===== src/rtl/mdma_pkg.sv =====
package mdma_pkg;
  localparam int NMODES = 3;

  typedef enum logic [2:0] {
    ST_IDLE, ST_REQ, ST_PREP, ST_SETUP, ST_STROBE, ST_GAP, ST_HOLD, ST_FIN
  } mdma_state_e;

  function automatic int ns2cyc(input int ns, input int clk_ns);
    int c;
    c = (ns + clk_ns - 1) / clk_ns;
    return (c < 1) ? 1 : c;
  endfunction

  function automatic int imax(input int a, input int b);
    return (a > b) ? a : b;
  endfunction

  function automatic int cyc_ns(input int m);
    case (m) 0: return 480; 1: return 160; default: return 120; endcase
  endfunction

  function automatic int act_ns(input int m);
    case (m) 0: return 240; default: return 80; endcase
  endfunction

  function automatic int neg_ns(input int m, input bit wr);
    case (m) 0: return wr ? 240 : 80; 1: return 80; default: return 40; endcase
  endfunction

  // worst-case delay of the request drop after a strobe
  function automatic int rqdly_ns(input int m, input bit wr);
    case (m) 0: return wr ? 40 : 120; 1: return 40; default: return 35; endcase
  endfunction

  function automatic int wsetup_ns(input int m);
    case (m) 0: return 100; 1: return 30; default: return 20; endcase
  endfunction

  function automatic int whold_ns(input int m);
    case (m) 0: return 20; 1: return 15; default: return 10; endcase
  endfunction

  function automatic int ackhold_ns(input int m);
    case (m) 0: return 20; default: return 5; endcase
  endfunction

  function automatic int gap_cyc(input int m, input bit wr, input int clk_ns);
    int g;
    g = imax(ns2cyc(neg_ns(m, wr), clk_ns), ns2cyc(cyc_ns(m) - act_ns(m), clk_ns));
    g = imax(g, ns2cyc(rqdly_ns(m, wr), clk_ns));
    if (wr) g = imax(g, ns2cyc(whold_ns(m), clk_ns));
    return g;
  endfunction
endpackage


===== src/rtl/mdma_timing.sv =====
module mdma_timing
  import mdma_pkg::*;
#(
  parameter int CLK_NS = 10,
  parameter int TMR_W  = 7
) (
  input  logic [1:0]       mode_i,
  input  logic             wr_i,
  output logic [TMR_W-1:0] act_o,
  output logic [TMR_W-1:0] gap_o,
  output logic [TMR_W-1:0] setup_o,
  output logic [TMR_W-1:0] hold_o
);
  logic [TMR_W-1:0] act_t   [NMODES];
  logic [TMR_W-1:0] gap_r_t [NMODES];
  logic [TMR_W-1:0] gap_w_t [NMODES];
  logic [TMR_W-1:0] su_t    [NMODES];
  logic [TMR_W-1:0] hd_t    [NMODES];

  for (genvar m = 0; m < NMODES; m++) begin : g_mode
    assign act_t[m]   = TMR_W'(ns2cyc(act_ns(m), CLK_NS));
    assign gap_r_t[m] = TMR_W'(gap_cyc(m, 1'b0, CLK_NS));
    assign gap_w_t[m] = TMR_W'(gap_cyc(m, 1'b1, CLK_NS));
    assign su_t[m]    = TMR_W'(ns2cyc(wsetup_ns(m), CLK_NS));
    assign hd_t[m]    = TMR_W'(ns2cyc(ackhold_ns(m), CLK_NS));
  end

  logic [1:0] idx;
  assign idx     = (mode_i < 2'(NMODES)) ? mode_i : 2'd0;
  assign act_o   = act_t[idx];
  assign gap_o   = wr_i ? gap_w_t[idx] : gap_r_t[idx];
  assign setup_o = su_t[idx];
  assign hold_o  = hd_t[idx];
endmodule


===== src/rtl/mdma_seq.sv =====
module mdma_seq
  import mdma_pkg::*;
#(
  parameter int CNT_W = 16,
  parameter int TMR_W = 7
) (
  input  logic             clk_i,
  input  logic             rst_ni,
  input  logic             start_i,
  input  logic             dir_i,
  input  logic [1:0]       mode_i,
  input  logic [CNT_W-1:0] count_i,
  input  logic             dmarq_i,
  input  logic             wr_valid_i,
  input  logic             rd_room_i,
  input  logic [TMR_W-1:0] act_i,
  input  logic [TMR_W-1:0] gap_i,
  input  logic [TMR_W-1:0] setup_i,
  input  logic [TMR_W-1:0] hold_i,
  output logic             dir_q_o,
  output logic [1:0]       mode_q_o,
  output logic             dmack_o,
  output logic             dior_o,
  output logic             diow_o,
  output logic             dd_oe_o,
  output logic             wr_take_o,
  output logic             rd_cap_o,
  output logic             busy_o,
  output logic             done_o,
  output logic [CNT_W-1:0] done_count_o
);
  mdma_state_e      state_q;
  logic [TMR_W-1:0] tmr_q;
  logic [CNT_W-1:0] left_q, cnt_q;
  logic             dir_q;
  logic [1:0]       mode_q;

  always_ff @(posedge clk_i or negedge rst_ni) begin
    if (!rst_ni) begin
      state_q <= ST_IDLE;
      tmr_q   <= '0;
      left_q  <= '0;
      cnt_q   <= '0;
      dir_q   <= 1'b0;
      mode_q  <= '0;
    end else begin
      case (state_q)
        ST_IDLE: if (start_i) begin
          dir_q   <= dir_i;
          mode_q  <= (mode_i == 2'd3) ? 2'd0 : mode_i;
          left_q  <= count_i;
          cnt_q   <= '0;
          state_q <= (count_i == '0) ? ST_FIN : ST_REQ;
        end
        ST_REQ: if (dmarq_i) state_q <= ST_PREP;
        ST_PREP: begin
          if (dir_q && wr_valid_i) begin
            tmr_q   <= setup_i - 1'b1;
            state_q <= ST_SETUP;
          end else if (!dir_q && rd_room_i) begin
            tmr_q   <= act_i - 1'b1;
            state_q <= ST_STROBE;
          end
        end
        ST_SETUP: begin
          if (tmr_q == '0) begin
            tmr_q   <= act_i - 1'b1;
            state_q <= ST_STROBE;
          end else tmr_q <= tmr_q - 1'b1;
        end
        ST_STROBE: begin
          if (tmr_q == '0) begin
            tmr_q   <= gap_i - 1'b1;
            left_q  <= left_q - 1'b1;
            cnt_q   <= cnt_q + 1'b1;
            state_q <= ST_GAP;
          end else tmr_q <= tmr_q - 1'b1;
        end
        ST_GAP: begin
          // request sampled only once the worst-case drop delay has elapsed
          if (tmr_q == '0) begin
            if (left_q == '0 || !dmarq_i) begin
              tmr_q   <= hold_i - 1'b1;
              state_q <= ST_HOLD;
            end else state_q <= ST_PREP;
          end else tmr_q <= tmr_q - 1'b1;
        end
        ST_HOLD: begin
          if (tmr_q == '0) state_q <= ST_FIN;
          else tmr_q <= tmr_q - 1'b1;
        end
        default: state_q <= ST_IDLE;
      endcase
    end
  end

  assign dir_q_o      = dir_q;
  assign mode_q_o     = mode_q;
  assign dmack_o      = state_q inside {ST_PREP, ST_SETUP, ST_STROBE, ST_GAP, ST_HOLD};
  assign dior_o       = (state_q == ST_STROBE) && !dir_q;
  assign diow_o       = (state_q == ST_STROBE) && dir_q;
  assign dd_oe_o      = dmack_o && dir_q;
  assign wr_take_o    = (state_q == ST_PREP) && dir_q;
  assign rd_cap_o     = (state_q == ST_STROBE) && !dir_q && (tmr_q == '0);
  assign busy_o       = state_q != ST_IDLE;
  assign done_o       = state_q == ST_FIN;
  assign done_count_o = cnt_q;


  ack_before_strobe_chk: assert property (@(posedge clk_i) disable iff (!rst_ni)
    (dior_o || diow_o) |-> dmack_o);

  strobe_excl_chk: assert property (@(posedge clk_i) disable iff (!rst_ni)
    !(dior_o && diow_o));

  left_nonzero_chk: assert property (@(posedge clk_i) disable iff (!rst_ni)
    $rose(dior_o || diow_o) |-> (left_q != '0));

  ack_after_strobe_chk: assert property (@(posedge clk_i) disable iff (!rst_ni)
    $fell(dmack_o) |-> $past(!(dior_o || diow_o)));

  done_released_chk: assert property (@(posedge clk_i) disable iff (!rst_ni)
    done_o |-> !dmack_o);
endmodule


===== src/rtl/mdma_rd_stage.sv =====
module mdma_rd_stage #(
  parameter int DW = 16
) (
  input  logic          clk_i,
  input  logic          rst_ni,
  input  logic          cap_i,
  input  logic [DW-1:0] data_i,
  output logic          room_o,
  output logic [DW-1:0] data_o,
  output logic          valid_o,
  input  logic          ready_i
);
  logic          valid_q;
  logic [DW-1:0] data_q;

  always_ff @(posedge clk_i or negedge rst_ni) begin
    if (!rst_ni) begin
      valid_q <= 1'b0;
      data_q  <= '0;
    end else if (cap_i) begin
      valid_q <= 1'b1;
      data_q  <= data_i;
    end else if (valid_q && ready_i) begin
      valid_q <= 1'b0;
    end
  end

  assign room_o  = !valid_q;
  assign valid_o = valid_q;
  assign data_o  = data_q;


  no_overwrite_chk: assert property (@(posedge clk_i) disable iff (!rst_ni)
    cap_i |-> !valid_q);

  rd_hold_chk: assert property (@(posedge clk_i) disable iff (!rst_ni)
    (valid_q && !ready_i) |=> (valid_q && $stable(data_q)));
endmodule


===== src/rtl/mdma_host.sv =====
module mdma_host
  import mdma_pkg::*;
#(
  parameter int CLK_NS = 10,
  parameter int DW     = 16,
  parameter int CNT_W  = 16
) (
  input  logic             clk_i,
  input  logic             rst_ni,
  input  logic             start_i,
  input  logic             dir_i,
  input  logic [1:0]       mode_i,
  input  logic [CNT_W-1:0] count_i,
  output logic             busy_o,
  output logic             done_o,
  output logic [CNT_W-1:0] done_count_o,
  input  logic             dmarq_i,
  output logic             dmack_o,
  output logic             dior_o,
  output logic             diow_o,
  input  logic [DW-1:0]    dd_i,
  output logic [DW-1:0]    dd_o,
  output logic             dd_oe_o,
  output logic [DW-1:0]    rd_data_o,
  output logic             rd_valid_o,
  input  logic             rd_ready_i,
  input  logic [DW-1:0]    wr_data_i,
  input  logic             wr_valid_i,
  output logic             wr_ready_o
);
  localparam int TMR_W = $clog2(ns2cyc(cyc_ns(0), CLK_NS) + 1) + 1;

  logic             dir_q, rd_room, rd_cap, wr_take;
  logic [1:0]       mode_q;
  logic [TMR_W-1:0] act_c, gap_c, setup_c, hold_c;
  logic [DW-1:0]    wr_q;

  mdma_timing #(.CLK_NS(CLK_NS), .TMR_W(TMR_W)) i_timing (
    .mode_i(mode_q), .wr_i(dir_q),
    .act_o(act_c), .gap_o(gap_c), .setup_o(setup_c), .hold_o(hold_c)
  );

  mdma_seq #(.CNT_W(CNT_W), .TMR_W(TMR_W)) i_seq (
    .clk_i, .rst_ni, .start_i, .dir_i, .mode_i, .count_i, .dmarq_i,
    .wr_valid_i, .rd_room_i(rd_room),
    .act_i(act_c), .gap_i(gap_c), .setup_i(setup_c), .hold_i(hold_c),
    .dir_q_o(dir_q), .mode_q_o(mode_q),
    .dmack_o, .dior_o, .diow_o, .dd_oe_o,
    .wr_take_o(wr_take), .rd_cap_o(rd_cap),
    .busy_o, .done_o, .done_count_o
  );

  mdma_rd_stage #(.DW(DW)) i_rd (
    .clk_i, .rst_ni, .cap_i(rd_cap), .data_i(dd_i), .room_o(rd_room),
    .data_o(rd_data_o), .valid_o(rd_valid_o), .ready_i(rd_ready_i)
  );

  always_ff @(posedge clk_i or negedge rst_ni) begin
    if (!rst_ni) wr_q <= '0;
    else if (wr_take && wr_valid_i) wr_q <= wr_data_i;
  end

  assign dd_o       = wr_q;
  assign wr_ready_o = wr_take;


  wr_stable_chk: assert property (@(posedge clk_i) disable iff (!rst_ni)
    (diow_o && $past(diow_o)) |-> $stable(dd_o));

  wr_drive_chk: assert property (@(posedge clk_i) disable iff (!rst_ni)
    diow_o |-> dd_oe_o);
endmodule


===== config.mk =====
export PLATFORM = sky130hd
export DESIGN_NAME = mdma_host
export DESIGN_NICKNAME = d
export VERILOG_FILES = /design/src/rtl/mdma_pkg.sv /design/src/rtl/mdma_timing.sv /design/src/rtl/mdma_seq.sv /design/src/rtl/mdma_rd_stage.sv /design/src/rtl/mdma_host.sv
export SDC_FILE = /design/constraint.sdc
export NUM_CORES = 1
export LEC_CHECK = 0
export ABC_AREA = 1
export BUFFER_PORTS_ARGS = -buffer_cell sky130_fd_sc_hd__clkbuf_2
export CAP_MARGIN = 0
export CORE_AREA = 8 8 134 136
export DETAILED_ROUTE_END_ITERATION = 6
export DIE_AREA = 0 0 142 144
export PLACE_DENSITY = 0.55
export SLEW_MARGIN = 20
export SYNTH_ARGS = -nofsm -noshare
export SYNTH_HDL_FRONTEND = slang
export SYNTH_SLANG_ARGS = --single-unit

===== constraint.sdc =====
create_clock -name clk_i -period 3.01 [get_ports clk_i]
set_input_delay 0 -clock clk_i [delete_from_list [all_inputs] [get_ports clk_i]]
set_output_delay 0 -clock clk_i [all_outputs]
set_load 0.01 [all_outputs]

-- After elaboration in Yosys (flattened, before gate mapping)
Cells that the tools add are included.
- flip-flop bits (word level): 78
- input port bits: 57
- add/sub/neg operators: 7
- $lt $le $gt $ge: 2
- equality and inequality tests: 17
- mux-type cells: 41
- bitwise operators: 1
- reductions and logical operators: 25
- operators by type and width (cell ; number):
    7-bit two-way mux ; 15
    16-bit two-way mux ; 4
    16-bit one-hot mux with 2 select lines ; 2
    7-bit binary-select mux with 2-bit select ; 4
    7-bit one-hot mux with 5 select lines ; 1
    7-bit by 1-bit subtractor with 7-bit output (second input constant) ; 5
    16-bit zero test ; 2
    3-bit two-way mux ; 10
    3-bit one-hot mux with 7 select lines ; 1
    16-bit by 1-bit adder with 16-bit output (second input constant) ; 1
    16-bit by 1-bit subtractor with 16-bit output (second input constant) ; 1
    3-bit equality test (second input constant) ; 4
    1-bit logical AND ; 9
    2-bit by 1-bit != test with 1-bit output (second input constant) ; 4
    7-bit zero test ; 1
    7-bit AND reduction ; 1
    3-bit by 2-bit equality test with 1-bit output (second input constant) ; 2
    2-bit != test (second input constant) ; 3
    5-bit nonzero test ; 1
    2-bit two-way mux ; 2
    4-bit AND reduction ; 1
    2-bit nonzero test ; 2
    3-bit by 1-bit equality test with 1-bit output (second input constant) ; 1
    3-bit >= comparator (second input constant) ; 1
    other kinds (12) ; 15

-- Longest topological paths before layout
- depth in word-level cells: 10
- depth in mapped cells: 13
- gate-level depth less buffers: 13

-- Cells and area by module
A second synthesis with hierarchy kept.
- cell total of the unflattened synthesis: 779
- area, all modules: 5363.9 um2
- modules (own cells, without submodules) (module ; times used ; cells each ; area an instance (um2) ; seq. area each (um2)):
    mdma_seq ; 1 ; 604 ; 3756.1 ; 1126.1
    mdma_host ; 1 ; 70 ; 690.7 ; 400.4
    mdma_rd_stage ; 1 ; 73 ; 679.4 ; 425.4
    mdma_timing ; 1 ; 32 ; 237.7 ; 0.0

-- Worst setup path after synthesis
No wires, ideal clock.
- path type: reg2reg
- start point: reg i_seq.tmr_q[0]
- end point: reg i_rd.data_q[10], in the netlist i_rd.data_o[10]
- data arrival time: 1.665 ns
- setup slack: 1.220 ns
- cell stages (with the launch flop): 10
- period minus slack after synthesis: 1.790 ns
- cells stage by stage: dfrtp_1 -> inv_1 -> ha_1 -> inv_1 -> nor2_2 -> inv_1 -> nor2_2 -> nand2_2 -> buf_6 -> mux2_4
- word-level cells in the longest chain between the ends: 2
- RTL lines (element ; line ; text):
    start, declared ; mdma_seq.sv:33 ; logic [TMR_W-1:0] tmr_q;
    start signal, assigned ; mdma_seq.sv:58 ; tmr_q <= setup_i - 1'b1;
    start signal, assigned ; mdma_seq.sv:61 ; tmr_q <= act_i - 1'b1;
    start signal, assigned ; mdma_seq.sv:67 ; tmr_q <= act_i - 1'b1;
    7-bit zero test ; mdma_seq.sv:104 ; assign rd_cap_o = (state_q == ST_STROBE) && !dir_q && (tmr_q == '0);
    1-bit logical AND ; mdma_seq.sv:104 ;
    end signal, assigned ; mdma_rd_stage.sv:22 ; data_q <= data_i;
    end, declared ; mdma_rd_stage.sv:14 ; logic [DW-1:0] data_q;
Every way passes these cells.
A chain may end at the register's enable or synchronous reset.

-- Final worst setup path
- start point: reg i_seq.state_q[2]
- end point: reg i_seq.mode_q[1], in the netlist i_seq.mode_q_o[1]
- word-level cells in the longest chain between the ends: 2
- RTL lines (element ; line ; text):
    start, declared ; mdma_seq.sv:32 ; mdma_state_e state_q;
    start signal, assigned ; mdma_seq.sv:53 ; state_q <= (count_i == '0) ? ST_FIN : ST_REQ;
    3-bit zero test ; mdma_seq.sv:47 ; case (state_q)
    2-bit AND reduction (no source line) ; n/a ;
    end signal, assigned ; mdma_seq.sv:50 ; mode_q <= (mode_i == 2'd3) ? 2'd0 : mode_i;
    end, declared ; mdma_seq.sv:36 ; logic [1:0] mode_q;
Every way passes these cells.

==> results.yml <==
layout:
  n_antenna_cell: 0
  n_fill_cell: 1659
  fin_nets: 848
  drive_gt1_share_pct: 22.0
  syn2layout_area_growth_pct: 33.2
yosys:
  synth_edf_count: 0
  yosysSeqAreaShare_pct: 42.0
  synth_compound_area_share_pct: 8.31
  synth_most_common_cell: "nand2_1"
  yosysTopAreaCell: "dfrtp_1"
  yosys_warnings: 0
  yosysTopAreaCellShare_pct: 42.0
  synth_fp_nets: 692
  synthArstFlopShare_pct: 100
  synth_top_family_by_area: "simple AND/OR/NAND/NOR gates"
  synth-simple-area-share_pct: 35.0
  synthTopCellsByCount: "nand2_1 (221), dfrtp_1 (78), nor2_1 (59)"
  synth_seq_cells: 78
  syn_avg_cell_area_sq_um: 7.42
  yosys-top-cells-area: "dfrtp_1 (42%), nand2_1 (18%), nor2_1 (4.8%)"
  syn-cell-area_sq_um: 4650
  synth-xor-area-share_pct: 0.942
  synthCells: 627
  synth_cell_type_count: 36
  synth_fa_ha_area_share_pct: 2.15
  synthMuxAreaShare_pct: 4.82
  synthFlopType: "dfrtp_1"
pwr:
  p_int_uw: 3210
  pwr-share-seq_pct: 31.7
  clockPowerShare_pct: 21.2
  p_comb_share_pct: 47.0
  switching_share_pct: 44.4
  max-vdd-ir-drop_v: 0.000547
  leakage_uw: 0.00319
  p_switching_uw: 2570
  power.total_uw: 5780
  power.density_nw_per_um2: 934
global_route:
  use_met2_pct: 22.6
  grt_overflow: 0
  track_usage_pct: 14.0
  grt_util_met3_pct: 4.32
  grt_max_degree: 79
  busiest_layer: "met2"
  antenna_found_initial: 0
  gr-usage-met1_pct: 17.9
  grt_pass1_vias: 4628
  grt_pass1_wl_um: 23200
run_status:
  run_status: "completed"
worst_setup_path:
  crit_required_ns: 3.28
  critPathLaunchType: "flop"
  crit_arrival_ns: 2.68
  crit_slowest_cell: "dfrtp_1"
  crit_chain: "clkinv_1, nand2_1, nor2_1, inv_1, nand2_1, o31ai_1, dlygate4sd3_1"
  cp-end-kind: "flop"
  r2r_cells: 7
  crit_fanout: 11
  path_common_cell: "nand2_1"
  crit_type: "reg2reg"
  slowest_delay_ns: 0.62
timing:
  fin_setup_tns_ns: 0
  fin_crit_ns: 2.41
  drv_slew: 0
  rsz0062_at_grt: "no"
  fin_skew_ns: 0.00760
  hold_viol: 0
  slew_headroom_pct: 50.8
  max_slew.worst_pin.slew_ns: 0.737
  clock.fmax_ghz: 0.414
  setup_violations: 0
  fin_crit_sh_pct: 80.2
floorplan:
  dieWidth_um: 142
  die_area_sq_um: 20400
  core_sq_um: 16100
  rows: 47
  die_h_um: 144
  io_pins: 113
  start_util_pct: 29.0
clock_tree:
  path_clk_slew_ns: 0.07
  clk_latency_ns: 0.34
  cts-root-buf: "clkbuf_16"
  cts_max_level: 3
  cts_tree: "built"
  cts_buffer_depth: 2
  cts_setup_buffers: 0
  numClockSinks: 78
  cts_buffers: 9
route:
  drc: 0
  drt-total-wl_um: 13800
  drtPass1Iterations: 5
  wl_per_cell_um: 13.7
  routed_via_density: 4.56
  vias: 4599
  drtIter0Drc: 343
  antenna_left: 0
job:
  max_cap_violations: 0
hold_path:
  min_path_type: "in2reg"
  whs_path_depth: 4
placed_design:
  io_buffers: 112
  gp_congestion: 0.874
  hpwl_um: 9950
final timing paths:
path,from,end,slack (ns)
min in group asynchronous,rst_ni,i_rd.data_o[9]$_DFFE_PN0P_,0.25
min,count_i[15],i_seq.left_q[15]$_DFFE_PN0P_,0.01
max in group asynchronous,rst_ni,i_seq.done_count_o[10]$_DFFE_PN0P_,2.23
min reg2reg,dd_o[14]$_DFFE_PN0P_,dd_o[14]$_DFFE_PN0P_,0.47
max reg2reg,i_seq.state_q[2]$_DFFE_PN0P_,i_seq.mode_q_o[1]$_DFFE_PN0P_,0.60
max,i_seq.state_q[2]$_DFFE_PN0P_,i_seq.mode_q_o[1]$_DFFE_PN0P_,0.60
kinds of logic after synthesis:
kind of cell	after synthesis
adder cells (fa/ha/maj)	8
AND/OR/NAND/NOR	375
flip-flops	78
multiplexers	17
buffers and inverters	74
AO/OA/AOI/OAI	70
XOR/XNOR	5
cell type report:
cell class	instances	area [sq um]	share of cell area [%]
flip-flops and latches	78	1950	31.5
clock inverters	7	105	1.70
repair buffers	158	1030	16.6
multi-input cells	475	2380	38.4
clock buffers	9	225	3.64
well taps	220	275	4.44
inverters	61	229	3.70
registers in the layout, summed over array words and instances, names as in the netlist:
name                flops
dd_o                   16
i_rd.data_o            16
i_rd.valid_o            1
i_seq.dir_q_o           1
i_seq.done_count_o     16
i_seq.left_q           16
i_seq.mode_q_o          2
i_seq.state_q           3
i_seq.tmr_q             7
through the flow:
step	setup WS (ns)	utilization [%]	instances	instance area, sq um	hold slack, ns
2_1_floorplan	1.22	-	627	4650	-0.296
3_3_place_gp	0.776	33.6	946	5400	0.183
3_5_place_dp	0.707	33.6	946	5400	0.190
4_1_cts	0.653	38.6	1008	6190	0.00439
5_1_grt	0.476	38.6	1008	6190	0.0145
6_report	0.597	38.6	1008	6190	0.00974
repair_timing:
action,CTS,global route
gates resized for setup,0,0
hold endpoints to repair,122,0
hold buffers,46,0
power groups by stage:
stage / sequential, uW / clock [uW] / combinational (uW)
6_report: 1830 / 1230 / 2720
5_1_grt: 1900 / 1300 / 3090
4_1_cts: 1830 / 1260 / 2750
3_5_place_dp: 1840 / 0 / 2690
3_3_place_gp: 1840 / 0 / 2670
2_1_floorplan: 1860 / 0 / 1880
critical path, delay by kind of cell, from the launching register on:
family,cells,cell delay [ns]
AOI/OAI and AO/OA,1,0.07
buffers and inverters,3,1.15
DFF,1,0.62
and+or+nand+nor,3,0.50
cell usage in the layout, fill, tap and decap left out, types with 2 or more instances in the layout:
| cell | instances |
|---|---|
| clkbuf_2 | 111 |
| o211ai_1 | 5 |
| xor2_1 | 4 |
| o21ai_1 | 4 |
| nand4_1 | 20 |
| nor2_2 | 5 |
| mux2_2 | 7 |
| a21oi_1 | 10 |
| nor2_1 | 59 |
| nand2_2 | 7 |
| nor2_4 | 3 |
| dlygate4sd3_1 | 46 |
| clkbuf_16 | 9 |
| ha_1 | 8 |
| mux2_4 | 9 |
| o21bai_1 | 2 |
| nand2_1 | 221 |
| nand2_4 | 2 |
| dfrtp_1 | 78 |
| nand3b_1 | 2 |
| nand3_1 | 41 |
| bufinv_16 | 2 |
| inv_1 | 55 |
| nor3_1 | 10 |
| inv_2 | 5 |
| a21oi_2 | 2 |
| o21ai_0 | 44 |
| inv_6 | 2 |
| or2_2 | 2 |
per-layer routing:
| metal | part of all wire, % | up-vias | wire [um] |
|---|---|---|---|
| met5 | 0 | - | 0 |
| li1 | - | 2340 | - |
| met2 | 45 | 122 | 6250 |
| met4 | 1.0 | 0 | 144 |
| met1 | 47 | 2124 | 6470 |
| met3 | 6.5 | 13 | 895 |
No activity file was read; power rests on OpenSTA's default activity.
